## src/rtl/wgb_pkg.sv

```systemverilog
package wgb_pkg;

  typedef enum logic [2:0] {
    OP_NOP     = 3'd0,
    OP_ALLOC   = 3'd1,
    OP_ARRIVE  = 3'd2,
    OP_LEAVE   = 3'd3,
    OP_REARM   = 3'd4,
    OP_RELEASE = 3'd5
  } wgb_op_e;

  typedef struct packed {
    logic load;
    logic arrive;
    logic leave;
    logic rearm;
    logic clear;
  } wgb_slot_cmd_t;

endpackage

```

## src/rtl/wgb_free_pool.sv

```systemverilog
module wgb_free_pool #(
  parameter int NUM_SLOTS = 4,
  parameter int IDX_W     = 2,
  parameter int FC_W      = 3
) (
  input  logic                 clk,
  input  logic                 rst_n,
  input  logic                 take,
  input  logic                 give,
  input  logic [IDX_W-1:0]     give_idx,
  output logic [NUM_SLOTS-1:0] free_mask,
  output logic                 any_free,
  output logic [IDX_W-1:0]     low_idx,
  output logic [FC_W-1:0]      free_count
);

  // lowest set bit of the free mask
  function automatic logic [IDX_W-1:0] lowest_free(input logic [NUM_SLOTS-1:0] m);
    logic [IDX_W-1:0] r;
    r = '0;
    for (int i = NUM_SLOTS - 1; i >= 0; i--) begin
      if (m[i]) r = IDX_W'(i);
    end
    return r;
  endfunction

  function automatic logic [FC_W-1:0] count_free(input logic [NUM_SLOTS-1:0] m);
    logic [FC_W-1:0] c;
    c = '0;
    for (int i = 0; i < NUM_SLOTS; i++) c = c + FC_W'(m[i]);
    return c;
  endfunction

  assign low_idx    = lowest_free(free_mask);
  assign any_free   = |free_mask;
  assign free_count = count_free(free_mask);

  always_ff @(posedge clk or negedge rst_n) begin
    if (!rst_n) begin
      free_mask <= '1;
    end else begin
      if (take) free_mask[low_idx]  <= 1'b0;
      if (give) free_mask[give_idx] <= 1'b1;
    end
  end

endmodule

```

## src/rtl/wgb_slot.sv

```systemverilog
module wgb_slot
  import wgb_pkg::*;
#(
  parameter int CNT_W = 5
) (
  input  logic             clk,
  input  logic             rst_n,
  input  wgb_slot_cmd_t    cmd,
  input  logic [CNT_W-1:0] load_val,
  output logic [CNT_W-1:0] arrived,
  output logic [CNT_W-1:0] limit
);

  logic all_in;
  assign all_in = (arrived == limit);

  always_ff @(posedge clk or negedge rst_n) begin
    if (!rst_n) begin
      arrived <= '0;
      limit   <= '0;
    end else if (cmd.load) begin
      arrived <= '0;
      limit   <= load_val;
    end else if (cmd.clear) begin
      arrived <= '0;
      limit   <= '0;
    end else if (cmd.rearm) begin
      arrived <= '0;
    end else if (cmd.arrive) begin
      arrived <= arrived + CNT_W'(1);
    end else if (cmd.leave) begin
      limit <= limit - CNT_W'(1);
      // the leaver had already been counted as arrived
      if (all_in) arrived <= arrived - CNT_W'(1);
    end
  end

endmodule

```

## src/rtl/wgb_decode.sv

```systemverilog
module wgb_decode
  import wgb_pkg::*;
#(
  parameter int NUM_SLOTS = 4,
  parameter int MAX_WAVES = 16,
  parameter int SID_W     = 3,
  parameter int IDX_W     = 2,
  parameter int CNT_W     = 5
) (
  input  logic                 cmd_valid,
  input  logic [2:0]           cmd_op,
  input  logic [SID_W-1:0]     cmd_id,
  input  logic [CNT_W-1:0]     cmd_count,
  input  logic [NUM_SLOTS-1:0] free_mask,
  input  logic                 any_free,
  input  logic [IDX_W-1:0]     low_idx,
  input  logic [CNT_W-1:0]     tgt_arrived,
  input  logic [CNT_W-1:0]     tgt_limit,
  output logic [IDX_W-1:0]     tgt_idx,
  output wgb_slot_cmd_t        tgt_cmd,
  output logic                 ok_fire,
  output logic                 bad_fire,
  output logic                 take,
  output logic                 give
);

  localparam logic [SID_W-1:0] NSLOT = SID_W'(NUM_SLOTS);
  localparam logic [CNT_W-1:0] MAXW  = CNT_W'(MAX_WAVES);

  logic    in_range, in_use, legal;
  wgb_op_e op;

  assign op       = wgb_op_e'(cmd_op);
  assign in_range = (cmd_id < NSLOT);
  assign in_use   = in_range && !free_mask[cmd_id[IDX_W-1:0]];
  assign tgt_idx  = (op == OP_ALLOC) ? low_idx : cmd_id[IDX_W-1:0];

  always_comb begin
    legal = 1'b0;
    unique case (op)
      OP_ALLOC:   legal = any_free && (cmd_count <= MAXW);
      OP_ARRIVE:  legal = in_use && (tgt_arrived < tgt_limit);
      OP_LEAVE:   legal = in_use && (tgt_limit != '0);
      OP_REARM:   legal = in_use;
      OP_RELEASE: legal = in_use;
      default:    legal = 1'b0;
    endcase
  end

  assign ok_fire  = cmd_valid && (op != OP_NOP) && legal;
  assign bad_fire = cmd_valid && (op != OP_NOP) && !legal;
  assign take     = ok_fire && (op == OP_ALLOC);
  assign give     = ok_fire && (op == OP_RELEASE);

  always_comb begin
    tgt_cmd        = '0;
    tgt_cmd.load   = take;
    tgt_cmd.arrive = ok_fire && (op == OP_ARRIVE);
    tgt_cmd.leave  = ok_fire && (op == OP_LEAVE);
    tgt_cmd.rearm  = ok_fire && (op == OP_REARM);
    tgt_cmd.clear  = give;
  end

endmodule

```

## src/rtl/wg_barrier_pool.sv

```systemverilog
module wg_barrier_pool
  import wgb_pkg::*;
#(
  parameter int NUM_SLOTS = 4,
  parameter int MAX_WAVES = 16,
  localparam int IDX_W    = (NUM_SLOTS > 1) ? $clog2(NUM_SLOTS) : 1,
  localparam int SID_W    = IDX_W + 1,
  localparam int CNT_W    = $clog2(MAX_WAVES + 1),
  localparam int FC_W     = $clog2(NUM_SLOTS + 1)
) (
  input  logic                 clk,
  input  logic                 rst_n,
  input  logic                 cmd_valid,
  input  logic [2:0]           cmd_op,
  input  logic [SID_W-1:0]     cmd_id,
  input  logic [CNT_W-1:0]     cmd_count,
  output logic                 grant_valid,
  output logic [SID_W-1:0]     grant_id,
  input  logic [SID_W-1:0]     q_id,
  output logic                 q_allocated,
  output logic [CNT_W-1:0]     q_arrived,
  output logic [CNT_W-1:0]     q_limit,
  output logic [CNT_W-1:0]     q_missing,
  output logic [NUM_SLOTS-1:0] sat_vec,
  output logic [FC_W-1:0]      free_count,
  output logic                 err_sticky
);

  localparam logic [SID_W-1:0] NONE_ID = '1;
  localparam logic [SID_W-1:0] NSLOT   = SID_W'(NUM_SLOTS);

  function automatic logic [CNT_W-1:0] still_out(input logic [CNT_W-1:0] lim,
                                                 input logic [CNT_W-1:0] arr);
    return lim - arr;
  endfunction

  logic [NUM_SLOTS-1:0] free_mask;
  logic                 any_free;
  logic [IDX_W-1:0]     low_idx;
  logic [CNT_W-1:0]     arr_q [NUM_SLOTS];
  logic [CNT_W-1:0]     lim_q [NUM_SLOTS];
  logic [IDX_W-1:0]     tgt_idx;
  wgb_slot_cmd_t        tgt_cmd;
  logic                 ok_fire, bad_fire, take, give;

  // named events for the checker
  logic alloc_fire;
  assign alloc_fire = take;

  wgb_free_pool #(
    .NUM_SLOTS(NUM_SLOTS), .IDX_W(IDX_W), .FC_W(FC_W)
  ) u_pool (
    .clk(clk), .rst_n(rst_n), .take(take), .give(give),
    .give_idx(cmd_id[IDX_W-1:0]), .free_mask(free_mask),
    .any_free(any_free), .low_idx(low_idx), .free_count(free_count)
  );

  wgb_decode #(
    .NUM_SLOTS(NUM_SLOTS), .MAX_WAVES(MAX_WAVES), .SID_W(SID_W),
    .IDX_W(IDX_W), .CNT_W(CNT_W)
  ) u_dec (
    .cmd_valid(cmd_valid), .cmd_op(cmd_op), .cmd_id(cmd_id),
    .cmd_count(cmd_count), .free_mask(free_mask), .any_free(any_free),
    .low_idx(low_idx), .tgt_arrived(arr_q[cmd_id[IDX_W-1:0]]),
    .tgt_limit(lim_q[cmd_id[IDX_W-1:0]]), .tgt_idx(tgt_idx),
    .tgt_cmd(tgt_cmd), .ok_fire(ok_fire), .bad_fire(bad_fire),
    .take(take), .give(give)
  );

  for (genvar g = 0; g < NUM_SLOTS; g++) begin : g_slot
    wgb_slot_cmd_t my_cmd;
    assign my_cmd = (tgt_idx == IDX_W'(g)) ? tgt_cmd : '0;

    wgb_slot #(.CNT_W(CNT_W)) u_slot (
      .clk(clk), .rst_n(rst_n), .cmd(my_cmd), .load_val(cmd_count),
      .arrived(arr_q[g]), .limit(lim_q[g])
    );

    assign sat_vec[g] = !free_mask[g] && (arr_q[g] == lim_q[g]);
  end

  always_ff @(posedge clk or negedge rst_n) begin
    if (!rst_n) begin
      grant_valid <= 1'b0;
      grant_id    <= NONE_ID;
      err_sticky  <= 1'b0;
    end else begin
      grant_valid <= take;
      if (take) grant_id <= SID_W'(low_idx);
      else if (bad_fire && wgb_op_e'(cmd_op) == OP_ALLOC && !any_free)
        grant_id <= NONE_ID;
      if (bad_fire) err_sticky <= 1'b1;
    end
  end

  logic             q_in;
  logic [IDX_W-1:0] q_idx;
  assign q_in        = (q_id < NSLOT);
  assign q_idx       = q_id[IDX_W-1:0];
  assign q_allocated = q_in && !free_mask[q_idx];
  assign q_arrived   = q_in ? arr_q[q_idx] : '0;
  assign q_limit     = q_in ? lim_q[q_idx] : '0;
  assign q_missing   = still_out(q_limit, q_arrived);

  logic unused_ok;
  assign unused_ok = ok_fire;

endmodule

```

## config.mk

```make
export PLATFORM = sky130hd
export DESIGN_NAME = wg_barrier_pool
export DESIGN_NICKNAME = d
export VERILOG_FILES = /design/src/rtl/wgb_pkg.sv /design/src/rtl/wgb_free_pool.sv /design/src/rtl/wgb_slot.sv /design/src/rtl/wgb_decode.sv /design/src/rtl/wg_barrier_pool.sv
export SDC_FILE = /design/constraint.sdc
export NUM_CORES = 1
export LEC_CHECK = 0
export ABC_AREA = 1
export BUFFER_PORTS_ARGS = -buffer_cell sky130_fd_sc_hd__buf_2
export CORE_MARGIN = 5
export CORE_UTILIZATION = 30
export CTS_CLUSTER_SIZE = 25
export DETAILED_ROUTE_END_ITERATION = 8
export GPL_TIMING_DRIVEN = 0
export SLEW_MARGIN = 10
export SYNTH_ARGS = -nofsm -noshare
export SYNTH_HDL_FRONTEND = slang
export SYNTH_SLANG_ARGS = --single-unit
export TNS_END_PERCENT = 1
```

## constraint.sdc

```tcl
create_clock -name clk -period 3.7 [get_ports clk]
set_input_delay 0.37 -clock clk [delete_from_list [all_inputs] [get_ports clk]]
set_output_delay 0.37 -clock clk [all_outputs]
set_load 0.02 [all_outputs]
```

==> metrics.txt, run 1 <==
complex-gate fraction of the synthesized area 17.2%; Pwr Total 2.24 mW; CTS tree done; DP HPWL 11.6 mm; post-route ant nets 0; vias per cell 5.00; Final Slew Violations 0; Seq/Total Area, Yosys 26.4%; cell area after layout 5420 µm²; min Tclk post-route 3550 ps; Cell Count, Final, Fillers Out 932; first-pass GRT wire length 24.1 mm; drt pass-1 iters 5; Post-synth EDFFs 0; final wirelength 15.1 mm; Vias 4664; synth unique cells 36; area of the core 15300 µm²; Clock Skew 8.16 ps; CTS Buffer Depth 2; syn_area_per_cell 7.02 µm²; vias in the first global route 4326; routed wire length per instance 16.2 µm; RSZ-0062 raised after global routing yes; Worst Path Arrival 3780 ps; Max Cap Viol 0; R2R cell count 21; XOR/XNOR Fraction of Synth Area 8.42%; Placer Congestion 0.962; fin nets 776; Peak supply drop 0.178 mV; critical-path maximum fanout 7; num ports 45; DIE AREA 18200 µm²; FP Rows 45; ranking of synthesized cells by area dfrtp_1 22%, nand2_1 12%, ha_1 8.8%; worst setup path category reg -> reg; root buf cell clkbuf_16; # fillers 1649; largest family of logic cells by synthesized area simple AND/OR/NAND/NOR gates; mux contribution to synthesized area 0%; die height 135 µm; register clock-pin slew on the reported worst setup and hold paths 70 ps; largest net degree at the start of global routing 50; Initial DRC Count 440; DRC 0; area share of the largest cell type after synthesis 22.5%; clock insertion delay at the later pin of the skew report 300 ps; synthesized area 4680 µm²; Placed Cells 919; Slew @ Worst Pin 1030 ps; Num CTS Buffers 5; H-tree Lvls 2; Syn Inst Count 667; layout cells sized above 1 16.5%; CP required 3940 ps; CP Capture Type register; number of port buffers 41; PwrDens 413 nW/µm²; area leader, netlist dfrtp_1; grt ovf 0; status completed; Die W 135 µm; TritonCTS Sinks 49; Worst setup SP type register; Slew HR 30.8%; diodes inserted 0; Final period util 95.8%; total leakage power 2.57 nW; FMAX 282 MHz; final setup fails 0; YS warnings 0; Main synth FF type dfrtp_1; Tot GR Track Use 16.7%; Post-Syn Nets 723; Final Hold Viols 0; Initial Utilization 30.7%; worst min-delay path class in -> async; post-synthesis adder-cell area fraction 11.4%; area growth from synthesis to layout 15.9%; Synth Register Bits 49; total negative slack 0 ps; simple-gate portion of the synthesized area 27.8%; initial antenna violation count 0; ys async rst share 100%; Area after DPL 5150 µm²
## routing by layer
metal | vias up | global-route usage (%) | wire (µm)
met3 | 19 | 2.50 | 1020
met4 | 0 | 3.68 | 231
li1 | 2325 | - | -
met1 | 2172 | 24.5 | 7180
met5 | - | 0 | 0
met2 | 148 | 25.9 | 6660
## sequential cells by signal, indices dropped and copies added, names as in the netlist
name and count:
u_pool.free_mask 4, grant_valid 1, g_slot.u_slot.arrived 20, grant_id 3, err_sticky 1, g_slot.u_slot.limit 20
## stage by stage
stage          setup slack [ps]  hold slack [ps]  utilization [%]
5_1_grt                   -31.7              180             35.5
3_5_place_dp               -338              458             33.8
6_report                    155              115             35.5
3_3_place_gp               -332              449             33.8
2_1_floorplan               299             74.4                -
4_1_cts                    29.6              365             34.8
## critical path, cell delays in order (launching register included)
cell and delay (ps):
dfrtp_2 470, a22oi_1 230, o211ai_1 130, ha_1 310
a21oi_1 150, o21a_1 120, nand2_1 60, nand2_1 60
nand4_1 100, nand3_2 120, nand3_4 140, nor2_4 140
buf_4 170, nand2_2 140, fa_2 410, nand3_1 90
nand2_1 70, xor2_1 150, nand3b_1 160, nand2_1 90
nand3_1 70, nand2_1 80
## final timing paths
| path | endpoint | slack [ps] | start |
|---|---|---|---|
| setup reg to reg | g_slot[3].u_slot.arrived[4]$_DFFE_PN0P_ | 150 | g_slot[0].u_slot.arrived[2]$_DFFE_PN0P_ |
| hold reg to reg | grant_id[2]$_DFFE_PN1P_ | 460 | grant_id[2]$_DFFE_PN1P_ |
| hold / removal | g_slot[2].u_slot.arrived[2]$_DFFE_PN0P_ | 120 | rst_n |
| min in group clk | grant_id[2]$_DFFE_PN1P_ | 460 | grant_id[2]$_DFFE_PN1P_ |
| max in group asynchronous | g_slot[0].u_slot.arrived[4]$_DFFE_PN0P_ | 3110 | rst_n |
| setup / recovery | g_slot[3].u_slot.arrived[4]$_DFFE_PN0P_ | 150 | g_slot[0].u_slot.arrived[2]$_DFFE_PN0P_ |
## cells by family (layout without fill, tap and decap cells)
logic type	after synthesis	after routing
compound gates	142	142
flops	49	49
fa+ha+maj	39	39
buf+inv	103	157
xor+xnor	45	45
simple gates	289	289
## cell usage after synthesis (4+ instances only)
| cell | count |
|---|---|
| a21oi_1 | 50 |
| a22oi_1 | 4 |
| buf_4 | 6 |
| clkbuf_1 | 5 |
| dfrtp_1 | 42 |
| dfstp_2 | 7 |
| fa_1 | 6 |
| ha_1 | 33 |
| inv_1 | 76 |
| inv_2 | 14 |
| nand2_1 | 152 |
| nand3_1 | 75 |
| nand3_2 | 4 |
| nor2_1 | 32 |
| nor2_4 | 5 |
| nor3_1 | 5 |
| nor4_1 | 5 |
| o211ai_1 | 4 |
| o21ai_0 | 47 |
| o21ai_1 | 21 |
| o221ai_1 | 4 |
| xnor2_1 | 18 |
| xor2_1 | 27 |
## cell usage in the layout, fill, tap and decap left out, drive strengths merged
cell type	instances
nor3	5
ha	33
nand2	152
clkbuf	12
nand3	80
o21a	1
a211oi	3
dfrtp	42
o21ai	71
a21oi	52
clkinv	3
nand4	3
inv	90
xor2	27
fa	6
dfstp	7
nand3b	3
buf	52
or2	2
a22oi	4
o211ai	4
o221ai	4
xnor2	18
nor2	39
o31ai	1
o311ai	2
nor4	5
## power by group
group,internal [mW],switching (mW),total (mW)
Sequential,0.646,0.195,0.840
Combinational,0.382,0.552,0.934
Clock,0.249,0.215,0.464
Total,1.28,0.961,2.24
## what timing repair did
item	CTS	global route
gates resized for setup	0	24
setup buffers	3	2
endpoints found under the setup margin	4	8
hold buffers	0	0
pin swaps	1	1
## cell type report
| class | count | area, µm² | area share, % |
|---|---|---|---|
| flip-flops and latches | 49 | 1240 | 22.9 |
| plain buffers | 12 | 68.8 | 1.27 |
| clock buffers | 6 | 129 | 2.38 |
| repair buffers | 46 | 245 | 4.52 |
| inverters | 91 | 342 | 6.30 |
| multi-input cells | 515 | 3130 | 57.6 |
| well taps | 211 | 264 | 4.87 |
| clock inverters | 2 | 10.0 | 0.185 |
No activity file was read; power rests on OpenSTA's default activity.
==> run 2: changes to the inputs <==
- CTS_BUF_LIST: not set -> sky130_fd_sc_hd__clkbuf_2 sky130_fd_sc_hd__clkbuf_4 sky130_fd_sc_hd__clkbuf_8
==> run 2 against run 1 <==
Combinational power hardly changed. Fmax shrank 0.47%. Register-to-register slack got worse by 20 ps. Sequential share of layout area grew 0.26 points. Clock power is 27% lower. Clock skew rose by 7.7 ps. Die area unchanged. Wire length is 0.30% lower. Cell count is the same. Critical path type unchanged. Largest cell class unchanged.
==> metrics.txt, run 2 (same netlist as run 1, synthesis figures left out) <==
status completed; Buf/Inv on CP 1 (unchanged); flop2flop setup slack 140 ps (-20 ps); cell mode on critical path nand2_1; CTS Buffer Depth 2 (unchanged); final setup fails 0 (unchanged); Vias 4701 (+0.79%); RSZ-0062 raised after global routing yes; worst min-delay path class in -> async; critical-path maximum fanout 7 (unchanged); FP Rows 45 (unchanged); register clock-pin slew on the reported worst setup and hold paths 100 ps (+30 ps); worst flop-to-flop path endpoint g_slot[3].u_slot.arrived[4]$_DFFE_PN0P_; TritonCTS Sinks 49 (unchanged); layout cells sized above 1 16.5% (unchanged); area growth from synthesis to layout 14.6%; Final period util 96.3% (+0.45 points); CP Capture Type register; PwrDens 393 nW/µm² (-4.7%); Peak supply drop 0.176 mV (-1.1%); CP required 3960 ps (+20 ps); grt ovf 0 (unchanged); number of port buffers 41 (unchanged); min Tclk post-route 3560 ps (+16.7 ps); crit-path cells a22oi_1 > o221ai_1 > ha_1 > a21oi_1 > o21a_1 > nand2_1 > nand2_1 > nand4_1 > nand3_2 > nand3_4 > nor2_4 > buf_4 > nand2_2 > fa_2 > nand3_1 > nand2_1 > xor2_1 > nand3b_1 > nand2_1 > nand3_1 > nand2_1; routed wire length per instance 16.1 µm (-0.30%); Initial DRC Count 432 (-1.8%); Max Cap Viol 0 (unchanged); Final Hold Viols 0 (unchanged); root buf cell clkbuf_8; H-tree Lvls 2 (unchanged); biggest regs g_slot.u_slot.arrived x20, g_slot.u_slot.limit x20, u_pool.free_mask x4; Die W 135 µm (unchanged); WP depth 21 (unchanged); Clock power frac 16.0% (-4.7 points); top layer in use met4; commonest non-fill, non-tap cells in the layout 148 x nand2_1, 76 x inv_1, 75 x nand3_1, 49 x a21oi_1, 45 x o21ai_0; R2R cell count 21 (unchanged); Worst setup SP type register; Met1 Routed Length 7.21 mm (+0.39%); CP max stage delay 490 ps (+20 ps); DRC 0 (unchanged); Sequential Power Share 39.7% (+2.2 points); most common cell after layout, fill and taps aside nand2_1; Num CTS Buffers 5 (unchanged); post-route ant nets 0 (unchanged); area of the core 15300 µm² (unchanged); Worst path top cell family by delay simple AND/OR/NAND/NOR gates; Slew @ Worst Pin 996 ps (-28.7 ps); final core occ 35.2% (-0.39 points); vias per cell 5.04 (+0.79%); first-pass GRT wire length 24.0 mm (-0.26%); clock insertion delay at the later pin of the skew report 320 ps (+20 ps); largest net degree at the start of global routing 50 (unchanged); Tot GR Track Use 16.7% (about the same); vias in the first global route 4299 (-0.62%); CTS tree done; DIE AREA 18200 µm² (unchanged); die height 135 µm (unchanged); Sw Share 44.7% (+1.7 points); initial antenna violation count 0 (unchanged); Worst Path Arrival 3820 ps (+40 ps); DP HPWL 11.6 mm (unchanged); Placer Congestion 0.962 (unchanged); Pwr Total 2.11 mW (-5.8%); FMAX 281 MHz (-0.47%); Final Slew Violations 0 (unchanged); Slew HR 32.7% (+1.9 points); worst setup path category reg -> reg; Slowest-stage cell, CP dfrtp_2; fin nets 776 (unchanged); num ports 45 (unchanged); logic gate share of total power 44.3% (+2.6 points); Internal Power 1.17 mW (-8.7%); met2 routed WL 6.57 mm (-1.4%); drt pass-1 iters 5 (unchanged); NetSw 0.942 mW (-2.0%); Initial Utilization 30.7% (unchanged); Clock Skew 15.8 ps (+7.65 ps); wire length on met3 963 µm (-5.2%); r2r startpoint g_slot[0].u_slot.arrived[4]$_DFFE_PN0P_; final wirelength 15.0 mm (-0.30%); diodes inserted 0 (unchanged); total leakage power 2.54 nW (-1.3%)
-- run 2: cell count changes in the layout (fill, tap and decap cells not counted) --
cell | before | now
clkbuf_4 | 0 | 1
clkbuf_1 | 6 | 5
nand2_4 | 2 | 1
nand2_1 | 147 | 148
clkbuf_8 | 0 | 5
clkbuf_16 | 5 | 0
-- run 2: area by class of cell --
type / count / area, µm²
Buffer: 12 / 68.8
Clock buffer: 6 / 76.3
Clock inverter: 2 / 10.0
Fill cell: 1667 / 9890
Inverter: 91 / 342
Multi-Input combinational cell: 515 / 3120
Sequential cell: 49 / 1240
Tap cell: 211 / 264
Timing Repair Buffer: 46 / 245
-- run 2: per-layer routing --
metal	GRT usage, %	vias to the layer above
li1	-	2330
met1	24.6	2181
met2	25.8	166
met3	2.35	24
met4	3.56	0
met5	0	-
-- run 2: stage by stage --
| step | TNS, ps | hold slack (ps) | instance area (µm²) | std cells | worst slack (ps) |
|---|---|---|---|---|---|
| 2_1_floorplan | 0 | 74.4 | 4680 | 667 | 299 |
| 3_3_place_gp | -1600 | 449 | 5150 | 919 | -332 |
| 3_5_place_dp | -1660 | 458 | 5150 | 919 | -338 |
| 4_1_cts | 0 | 329 | 5260 | 930 | 19.6 |
| 5_1_grt | -160 | 150 | 5360 | 932 | -61.5 |
| 6_report | 0 | 91.6 | 5360 | 932 | 138 |
-- run 2: power by group through the flow --
| stage | clock, mW | sequential (mW) | combinational [mW] |
|---|---|---|---|
| 5_1_grt | 0.369 | 0.849 | 1.08 |
| 3_5_place_dp | 0 | 0.839 | 0.904 |
| 2_1_floorplan | 0 | 0.771 | 0.701 |
| 3_3_place_gp | 0 | 0.838 | 0.895 |
| 6_report | 0.338 | 0.837 | 0.933 |
| 4_1_cts | 0.348 | 0.828 | 0.909 |
-- run 2: worst reg2reg max path, delay by kind of cell (launching register included) --
| family | cells | cell delay [ps] |
|---|---|---|
| simple gates | 13 | 1330 |
| fa+ha+maj | 2 | 720 |
| compound gates | 4 | 630 |
| flops | 1 | 490 |
| buf+inv | 1 | 160 |
| xor+xnor | 1 | 150 |
-- run 2: what timing repair did --
item	CTS	global route
resized for setup	0	22
endpoints found under the setup margin	4	9
endpoints found under the hold margin	0	0
pin swaps	1	1
buffers inserted	3	2
hold buffers	0	0
-- run 2: worst max-delay path by stage --
stage / to / start
after floorplan: g_slot[1].u_slot.arrived[4]$_DFFE_PN0P_ / cmd_id[0]
after global placement: g_slot[1].u_slot.arrived[4]$_DFFE_PN0P_ / cmd_id[0]
after detailed placement: g_slot[1].u_slot.arrived[4]$_DFFE_PN0P_ / cmd_id[1]
after CTS: g_slot[3].u_slot.arrived[4]$_DFFE_PN0P_ / g_slot[0].u_slot.arrived[2]$_DFFE_PN0P_
after global routing: g_slot[0].u_slot.arrived[4]$_DFFE_PN0P_ / g_slot[0].u_slot.arrived[2]$_DFFE_PN0P_
final: g_slot[3].u_slot.arrived[4]$_DFFE_PN0P_ / g_slot[0].u_slot.arrived[4]$_DFFE_PN0P_
